==> config.mk <==
export PLATFORM = sky130hd
export DESIGN_NAME = port_tx_sched
export DESIGN_NICKNAME = d
export VERILOG_FILES = /design/src/rtl/port_tx_pkg.sv /design/src/rtl/port_tx_drain_fifo.sv /design/src/rtl/port_tx_coh_hold.sv /design/src/rtl/port_tx_sched.sv
export SDC_FILE = /design/constraint.sdc
export NUM_CORES = 1
export LEC_CHECK = 0
export ABC_AREA = 1
export BUFFER_PORTS_ARGS = -buffer_cell sky130_fd_sc_hd__buf_2
export CORE_ASPECT_RATIO = 0.7
export CORE_MARGIN = 10
export CORE_UTILIZATION = 45
export CTS_CLUSTER_SIZE = 28
export DETAILED_ROUTE_END_ITERATION = 10
export PLACE_DENSITY = 0.67
export SYNTH_ARGS = -nofsm -noshare
export SYNTH_HDL_FRONTEND = slang
export SYNTH_SLANG_ARGS = --single-unit
==> constraint.sdc <==
create_clock -name clk_i -period 4.4 [get_ports clk_i]
set_input_delay 0.66 -clock clk_i [delete_from_list [all_inputs] [get_ports clk_i]]
set_output_delay 0.66 -clock clk_i [all_outputs]
set_load 0.05 [all_outputs]
==> src/rtl/port_tx_pkg.sv <==
package port_tx_pkg;
  typedef enum logic [1:0] {
    TXK_RSP_OK   = 2'd0,
    TXK_RSP_NACK = 2'd1,
    TXK_REQ      = 2'd2
  } tx_kind_e;

  typedef enum logic [2:0] {
    SRC_NONE,
    SRC_DRAIN,
    SRC_DIRECT,
    SRC_HOLD,
    SRC_REQ
  } tx_src_e;
endpackage

==> src/rtl/port_tx_drain_fifo.sv <==
module port_tx_drain_fifo #(
  parameter int unsigned DW    = 9,
  parameter int unsigned DEPTH = 4
) (
  input  logic          clk_i,
  input  logic          rst_ni,
  input  logic          push_i,
  input  logic [DW-1:0] data_i,
  input  logic          pop_i,
  output logic [DW-1:0] head_o,
  output logic          empty_o,
  output logic          full_o
);
  localparam int unsigned AW = (DEPTH > 1) ? $clog2(DEPTH) : 1;
  localparam int unsigned CW = $clog2(DEPTH + 1);

  logic [DW-1:0] mem_q [DEPTH];
  logic [AW-1:0] wr_q, rd_q;
  logic [CW-1:0] cnt_q;

  function automatic logic [AW-1:0] bump(input logic [AW-1:0] p);
    return (p == AW'(DEPTH - 1)) ? '0 : AW'(p + 1'b1);
  endfunction

  always_ff @(posedge clk_i) begin
    if (push_i) mem_q[wr_q] <= data_i;
  end

  always_ff @(posedge clk_i or negedge rst_ni) begin
    if (!rst_ni) begin
      wr_q  <= '0;
      rd_q  <= '0;
      cnt_q <= '0;
    end else begin
      if (push_i) wr_q <= bump(wr_q);
      if (pop_i)  rd_q <= bump(rd_q);
      case ({push_i, pop_i})
        2'b10:   cnt_q <= cnt_q + 1'b1;
        2'b01:   cnt_q <= cnt_q - 1'b1;
        default: cnt_q <= cnt_q;
      endcase
    end
  end

  assign head_o  = mem_q[rd_q];
  assign empty_o = (cnt_q == '0);
  assign full_o  = (cnt_q == CW'(DEPTH));
endmodule

==> src/rtl/port_tx_coh_hold.sv <==
module port_tx_coh_hold #(
  parameter int unsigned DW = 8
) (
  input  logic          clk_i,
  input  logic          rst_ni,
  input  logic          load_i,
  input  logic          clr_i,
  input  logic [DW-1:0] data_i,
  output logic          valid_o,
  output logic [DW-1:0] data_o
);
  always_ff @(posedge clk_i or negedge rst_ni) begin
    if (!rst_ni) begin
      valid_o <= 1'b0;
      data_o  <= '0;
    end else if (load_i) begin
      valid_o <= 1'b1;
      data_o  <= data_i;
    end else if (clr_i) begin
      valid_o <= 1'b0;
    end
  end
endmodule

==> src/rtl/port_tx_sched.sv <==
module port_tx_sched
  import port_tx_pkg::*;
#(
  parameter int unsigned DW       = 8,
  parameter int unsigned DEPTH    = 4,
  parameter bit          CPU_SIDE = 1'b0
) (
  input  logic          clk_i,
  input  logic          rst_ni,
  input  logic          rsp_valid_i,
  input  logic          rsp_nack_i,
  input  logic [DW-1:0] rsp_data_i,
  output logic          rsp_ready_o,
  input  logic          req_pend_i,
  input  logic [DW-1:0] req_data_i,
  output logic          req_res_vld_o,
  output logic          req_res_ok_o,
  output logic          tx_valid_o,
  output logic [1:0]    tx_kind_o,
  output logic [DW-1:0] tx_data_o,
  input  logic          tx_accept_i,
  input  logic          retry_i,
  output logic          retry_err_o
);
  localparam int unsigned EW = DW + 1;

  logic          waiting_q;
  logic          attempt_en;
  tx_src_e       src;
  logic          q_empty, q_full, q_push, q_pop;
  logic [EW-1:0] q_head;
  logic          hold_v, hold_load, hold_clr;
  logic [DW-1:0] hold_d;
  logic          rsp_fire, sent;

  assign attempt_en = !waiting_q || retry_i;
  assign rsp_fire   = rsp_valid_i && rsp_ready_o;

  always_comb begin
    if (!q_empty)                       src = SRC_DRAIN;
    else if (rsp_valid_i && !waiting_q) src = SRC_DIRECT;
    else if (hold_v)                    src = SRC_HOLD;
    else if (req_pend_i)                src = SRC_REQ;
    else                                src = SRC_NONE;
  end

  always_comb begin
    tx_kind_o = TXK_REQ;
    tx_data_o = req_data_i;
    case (src)
      SRC_DRAIN: begin
        tx_kind_o = q_head[DW] ? TXK_RSP_NACK : TXK_RSP_OK;
        tx_data_o = q_head[DW-1:0];
      end
      SRC_DIRECT: begin
        tx_kind_o = rsp_nack_i ? TXK_RSP_NACK : TXK_RSP_OK;
        tx_data_o = rsp_data_i;
      end
      SRC_HOLD: tx_data_o = hold_d;
      default:  ;
    endcase
  end

  assign tx_valid_o    = attempt_en && (src != SRC_NONE);
  assign sent          = tx_valid_o && tx_accept_i;
  assign q_pop         = sent && (src == SRC_DRAIN);
  assign q_push        = rsp_fire && !(src == SRC_DIRECT && tx_accept_i);
  assign rsp_ready_o   = !q_full;
  assign req_res_vld_o = tx_valid_o && (src == SRC_REQ || src == SRC_HOLD);
  assign req_res_ok_o  = tx_accept_i;
  assign retry_err_o   = retry_i && !waiting_q;

  always_ff @(posedge clk_i or negedge rst_ni) begin
    if (!rst_ni)         waiting_q <= 1'b0;
    else if (attempt_en) waiting_q <= tx_valid_o && !tx_accept_i;
  end

  port_tx_drain_fifo #(.DW(EW), .DEPTH(DEPTH)) u_drain (
    .clk_i   (clk_i),
    .rst_ni  (rst_ni),
    .push_i  (q_push),
    .data_i  ({rsp_nack_i, rsp_data_i}),
    .pop_i   (q_pop),
    .head_o  (q_head),
    .empty_o (q_empty),
    .full_o  (q_full)
  );

  assign hold_load = tx_valid_o && (src == SRC_REQ) && !tx_accept_i;
  assign hold_clr  = sent && (src == SRC_HOLD);

  generate
    if (CPU_SIDE) begin : g_coh
      port_tx_coh_hold #(.DW(DW)) u_hold (
        .clk_i   (clk_i),
        .rst_ni  (rst_ni),
        .load_i  (hold_load),
        .clr_i   (hold_clr),
        .data_i  (req_data_i),
        .valid_o (hold_v),
        .data_o  (hold_d)
      );
    end else begin : g_mem
      logic unused_hold;
      assign unused_hold = hold_load ^ hold_clr;
      assign hold_v      = 1'b0;
      assign hold_d      = '0;
    end
  endgenerate
endmodule

==> results of run 1 <==
cell usage in the layout, fill, tap and decap left out, types with 2 or more instances in the layout:
cell      count
edfxtp_1     36
clkbuf_8      5
buf_2        37
ha_1          6
nand2_2       2
dfrtp_1       8
nand2_1      68
o21ai_0       3
clkinv_1      2
nor2_1        7
inv_1        16
nand4_1       3
a21oi_1       2
nand3_1      38
layout make-up:
type	count	area share, %
clock buffer	6	3.02
clock inverter	2	1.46
multi-input combinational	137	28.8
inverter	18	2.81
tap	55	2.86
timing repair buffer	37	7.71
sequential	44	53.3
power by group:
part,total [µW],internal [µW],switching [µW]
combinational,908,238,670
clock,291,168,123
sequential,646,558,88.7
total,1850,964,881
Yosys cell counts:
cell type,instances
a21boi_1,1
a21oi_1,2
and3_1,1
buf_2,1
buf_4,1
buf_6,2
clkbuf_1,3
clkinv_1,2
dfrtp_1,8
edfxtp_1,36
fa_1,1
ha_1,6
inv_1,16
nand2_1,68
nand2_2,2
nand3_1,38
nand4_1,3
nor2_1,7
nor2_2,1
nor2_4,1
nor2_8,1
o21ai_0,3
xnor2_1,1
xor2_1,1
worst max-delay path: stages, from the launching register on:
cell	delay [ps]
dfrtp_1	810
clkinv_1	670
nand2_1	190
nand3_1	90
nand3_1	120
nand3_1	80
buf_2	210
flip-flops by register name, summed over array words and instances (netlist names):
register       count
u_drain.mem_q     36
u_drain.wr_q       2
u_drain.rd_q       2
u_drain.cnt_q      3
waiting_q          1
worst paths after layout:
kind	from	end	slack (ps)	cells past startpoint
setup / recovery	u_drain.rd_q[0]$_DFFE_PN0P_	tx_data_o[2]	1270	6
hold / removal	rst_ni	u_drain.cnt_q[1]$_DFFE_PN0P_	200	1
setup reg to reg	u_drain.cnt_q[0]$_DFFE_PN0P_	u_drain.cnt_q[2]$_DFFE_PN0P_	1440	11
hold reg to reg	u_drain.wr_q[1]$_DFFE_PN0P_	u_drain.wr_q[1]$_DFFE_PN0P_	560	2
max in group asynchronous	rst_ni	u_drain.cnt_q[2]$_DFFE_PN0P_	4030	1
min in group clk_i	u_drain.wr_q[1]$_DFFE_PN0P_	u_drain.wr_q[1]$_DFFE_PN0P_	560	2
kinds of logic after synthesis:
family	count (synthesis)	share of synthesized area, %
and+or+nand+nor	122	26.2
buffers and inverters	25	5.46
adders and majority gates	7	4.56
AOI/OAI and AO/OA	6	1.56
DFF	44	61.4
xor gates and xnor gates	2	0.839
metal layers:
| metal | global-route usage, % | wire [µm] | part of all wire (%) |
|---|---|---|---|
| met5 | 0 | 0 | 0 |
| met4 | 3.89 | 40 | 0.94 |
| met3 | 3.49 | 285 | 6.7 |
| met2 | 19.7 | 2090 | 49 |
| met1 | 13.3 | 1820 | 43 |
per-stage QoR:
stage / worst slack [ps] / cell area, µm² / utilization [%] / power, µW / instances
after floorplan: 2070 / 2090 / - / 1360 / 206
after global placement: 1580 / 2290 / 52.1 / 1570 / 291
after detailed placement: 1450 / 2290 / 52.1 / 1580 / 291
after CTS: 1240 / 2400 / 54.5 / 1870 / 299
after global routing: 958 / 2400 / 54.5 / 1990 / 299
final: 1270 / 2400 / 54.5 / 1850 / 299
==> key figures, run 1 <==
Run status
  • Outcome: finished, final reports clean

Place
  • DP Wirelength: 3.09 mm
  • Port Buffers: 37
  • Placer Congestion: slightly below 0.8

Worst setup path
  • WP data required: 3740 ps
  • WP data arrival: approximately 2500 ps
  • Element type at the critical path end: output pin
  • CP max FO: 22
  • Startpoint Class: flop
  • WS Path Type: flop to output pin

GRT
  • Initial antenna violation count: 0
  • Vias in the first global route: 1,608
  • First-pass GRT wire length: 7.27 mm
  • Grt ovf: 0
  • GRT Util Overall: 11.5%
  • Largest net degree at the start of global routing: 23

Cells and area
  • Fraction of layout cells with a size suffix above 1: 20.1%
  • Area of the multi-input gates: 692 µm²
  • Nets@finish: 273
  • Storage element area: between 1000 and 1500 µm²
  • Fillers: ~390
  • # diodes: 0
  • Area delta synth->final: 15.1%

Route
  • Routed len/inst: about 14 µm
  • DR iter-0 viols: 100
  • Routed Antenna Nets: 0
  • Detailed Routing Iterations Pass 1: 4
  • Total Wirelength: 4.24 mm
  • Vias per std cell: between 5 and 6
  • DRC: 0
  • Total vias in the final route: ~1,500

Timing
  • Fin Hold WS: 201 ps
  • Final hold violation count: 0
  • RSZ-0062 raised after global routing: false
  • Fmax: 320 MHz
  • Final setup viols: 0
  • Clock Skew: about 7.9 ps
  • Worst-Margin Slew: ~900 ps
  • Final min period: between 3000 and 4000 ps
  • Setup TNS Final: 0 ps
  • Max-slew headroom: 40.7%
  • Final Cycle Share: 71.1%
  • Slew Viols, Final: 0

Clocking
  • CTS root buf: clkbuf_8
  • Post_cts resized: 0
  • Worst skew pair latency: 290 ps
  • Htree depth: 2
  • Reg clk slew, reported paths: 80 ps
  • Post-CTS setup buffer count: 0
  • CTS tree: done
  • CTS max path bufs: 2
  • Clock sinks: between 40 and 50
  • Cts hold-fix bufs: 0
  • CTS buffer count: 5

Yosys
  • Yosys reg bits: 44
  • Synthesized Nets: 236
  • Synthesized cell area: 2090 µm²
  • Synth area leader: edfxtp_1
  • Synth top area cells: edfxtp_1, nand2_1, dfrtp_1
  • Avg Inst Size Synth: 10.1 µm²
  • Seq/Total Area, Yosys: 61.4%
  • Netlist cell types: 24
  • Share of the synthesized area in the top cell type: 51.8%
  • Syn Inst Count: 206
  • Syn. warnings: 0

Floorplan
  • Area of the core: 4400 µm²
  • Cell Rows: 20
  • Die Ht: 77.0 µm
  • Die width: 101 µm
  • Initial Util: 47.4%
  • Die area: 7800 µm²
  • IO Count: 38

Pwr
  • Leakage: 0.00104 µW
  • PwrDens: between 700 and 800 nW/µm²
  • Peak supply drop: 0.355 mV

Worst hold path
  • Tightest Hold Check Type: input pin to asynchronous set/reset pin

Job
  • Max-Cap Viols: 0
(Power assumes the default switching activity.)
==> run 2: changes to the inputs <==
- clock period: 4.4 -> 3.3 ns (I/O delays scaled with it)
==> key figures, run 2 (synthesis gave the netlist of run 1 again) <==
Run status
  • Outcome: finished, final reports clean

GRT
  • Initial antenna violation count: 0 (unchanged)
  • Grt ovf: 0 (unchanged)
  • GRT Util Overall: 11.4% (-0.11 points)
  • Vias in the first global route: 1,469 (-8.6%)
  • First-pass GRT wire length: 7.08 mm (-2.6%)
  • Largest net degree at the start of global routing: 23 (unchanged)

Job
  • Max-Cap Viols: 0 (unchanged)

Floorplan
  • Cell Rows: 20 (unchanged)
  • Area of the core: 4400 µm² (unchanged)
  • Die Ht: 77.0 µm (unchanged)
  • Die area: 7800 µm² (unchanged)
  • Die width: 101 µm (unchanged)
  • Initial Util: 47.4% (unchanged)
  • IO Count: 38 (unchanged)

Route
  • DRC: 0 (unchanged)
  • Detailed Routing Iterations Pass 1: 4 (unchanged)
  • Routed len/inst: 14.5 µm (+2.5%)
  • Total vias in the final route: 1,447 (-3.3%)
  • DR iter-0 viols: 54 (-46%)
  • Routed Antenna Nets: 0 (unchanged)
  • Total Wirelength: 4.37 mm (+3.2%)
  • Vias per std cell: 4.81 (-4.0%)

Clocking
  • Reg clk slew, reported paths: 80 ps (about the same)
  • CTS max path bufs: 2 (unchanged)
  • CTS root buf: clkbuf_8
  • CTS tree: done
  • CTS buffer count: 5 (unchanged)
  • Worst skew pair latency: 290 ps (about the same)
  • Post_cts resized: 0 (unchanged)
  • Post-CTS setup buffer count: 0 (unchanged)
  • Cts hold-fix bufs: 0 (unchanged)
  • Htree depth: 2 (unchanged)
  • Clock sinks: 44 (unchanged)

Timing
  • Fmax: 389 MHz
  • Final Cycle Share: 77.8%
  • Max-slew headroom: 40.8% (+0.11 points)
  • Slew Viols, Final: 0 (unchanged)
  • RSZ-0062 raised after global routing: false
  • Final setup viols: 0 (unchanged)
  • Final min period: 2570 ps
  • Clock Skew: 5.55 ps (-2.38 ps)
  • Worst-Margin Slew: 884 ps (-1.58 ps)
  • Setup TNS Final: 0 ps (unchanged)
  • Final hold violation count: 0 (unchanged)

Worst setup path
  • Crit path buf inv count: 3 (+1)
  • Slowest cell on crit path: clkinv_1
  • WP data arrival: 2070 ps (-400 ps)
  • Element type at the critical path end: output pin
  • CP delay by family, top: buffers and inverters
  • CP cell instances: buf_4 > clkinv_1 > nand2_1 > nand3_1 > nand3_1 > nand3_1 > buf_2
  • WS Path Type: flop to output pin
  • Flop2flop setup slack: 940 ps (-500 ps)
  • RR Endpoint: u_drain.cnt_q[2]$_DFFE_PN0P_
  • Reg2Reg Launch Point: u_drain.cnt_q[0]$_DFFE_PN0P_
  • WP data required: 2800 ps (-940 ps)
  • CP max FO: 22 (unchanged)
  • Crit path top cell by count: nand3_1
  • Startpoint Class: flop
  • CP max stage delay: 510 ps (-300 ps)
  • Reg2Reg Depth: 11 (unchanged)

Place
  • Placer Congestion: 0.793 (+2.9%)
  • DP Wirelength: 3.11 mm (+0.84%)
  • Placed cell count: 293 (+0.69%)
  • Port Buffers: 37 (unchanged)

Pwr
  • Leakage: 0.00104 µW (about the same)
  • PwrDens: 1000 nW/µm² (+31%)
  • Peak supply drop: 0.516 mV (+46%)

Cells and area
  • Largest regs: u_drain.mem_q: 36 flops, u_drain.cnt_q: 3 flops
  • Largest register FFs: 36 (unchanged)
  • Non-Filler Instances: 301 (+0.67%)
  • Storage element area: 1280 µm² (unchanged)
  • Fillers: 392 (-0.51%)
  • Commonest non-fill, non-tap cell in the layout: nand2_1
  • Area of the multi-input gates: 692 µm² (unchanged)
  • Nets@finish: 275 (+0.73%)
  • Fraction of layout cells with a size suffix above 1: 20.7% (+0.65 points)
  • Most frequent cells in the layout: nand2_1, nand3_1, buf_2
  • # diodes: 0 (unchanged)
  • Biggest register: u_drain.mem_q
  • Area delta synth->final: 14.6%

Worst hold path
  • Tightest Hold Check Type: input pin to asynchronous set/reset pin
run 2: worst max-delay path by stage:
stage	startpoint	to	slack, ps	depth (start not counted)
6_report	u_drain.rd_q[0]$_DFFE_PN0P_	tx_data_o[3]	730	7
5_1_grt	u_drain.rd_q[0]$_DFFE_PN0P_	tx_data_o[5]	490	7
4_1_cts	u_drain.rd_q[0]$_DFFE_PN0P_	tx_data_o[3]	720	7
3_5_place_dp	u_drain.cnt_q[0]$_DFFE_PN0P_	u_drain.cnt_q[2]$_DFFE_PN0P_	940	11
3_3_place_gp	u_drain.cnt_q[0]$_DFFE_PN0P_	u_drain.cnt_q[2]$_DFFE_PN0P_	1000	11
2_1_floorplan	u_drain.cnt_q[0]$_DFFE_PN0P_	req_res_vld_o	1260	5
run 2: layer usage:
metal  track usage (%)  share of wire [%]
met5                 0                  0
met4              4.03               0.82
met3              4.03                5.4
met2              17.0                 45
met1              14.9                 49
run 2: power breakdown:
group / total (µW) / internal, µW / switching (µW)
Sequential: 823 / 744 / 79.1
Combinational: 1270 / 326 / 940
Clock: 312 / 144 / 169
run 2: stage by stage:
stage	utilization, %	power [µW]	hold slack, ps	instance area (µm²)	setup slack (ps)
after floorplan	-	1820	199	2090	1260
final	54.3	2400	42.3	2390	731
after global routing	54.3	2590	35.8	2390	494
after CTS	54.3	2430	37.7	2390	718
after detailed placement	52.4	2120	355	2310	938
after global placement	52.4	2110	353	2310	999
run 2: cell type report:
type                            count  area share [%]
Clock buffer                        5            2.88
Sequential cell                    44            53.6
Timing Repair Buffer               39            8.37
Multi-Input combinational cell    137            28.9
Clock inverter                      3           0.575
Inverter                           18            2.82
Tap cell                           55            2.88
run 2: worst register-to-register path: stages (launching register included):
cell and delay, ps:
dfrtp_1 430, nor2_4 170, nand2_2 230, nor2_2 170, nand2_1 110, nand2_2 140
ha_1 160, inv_1 60, fa_1 370, a21oi_1 150, o21ai_0 110, xor2_1 150
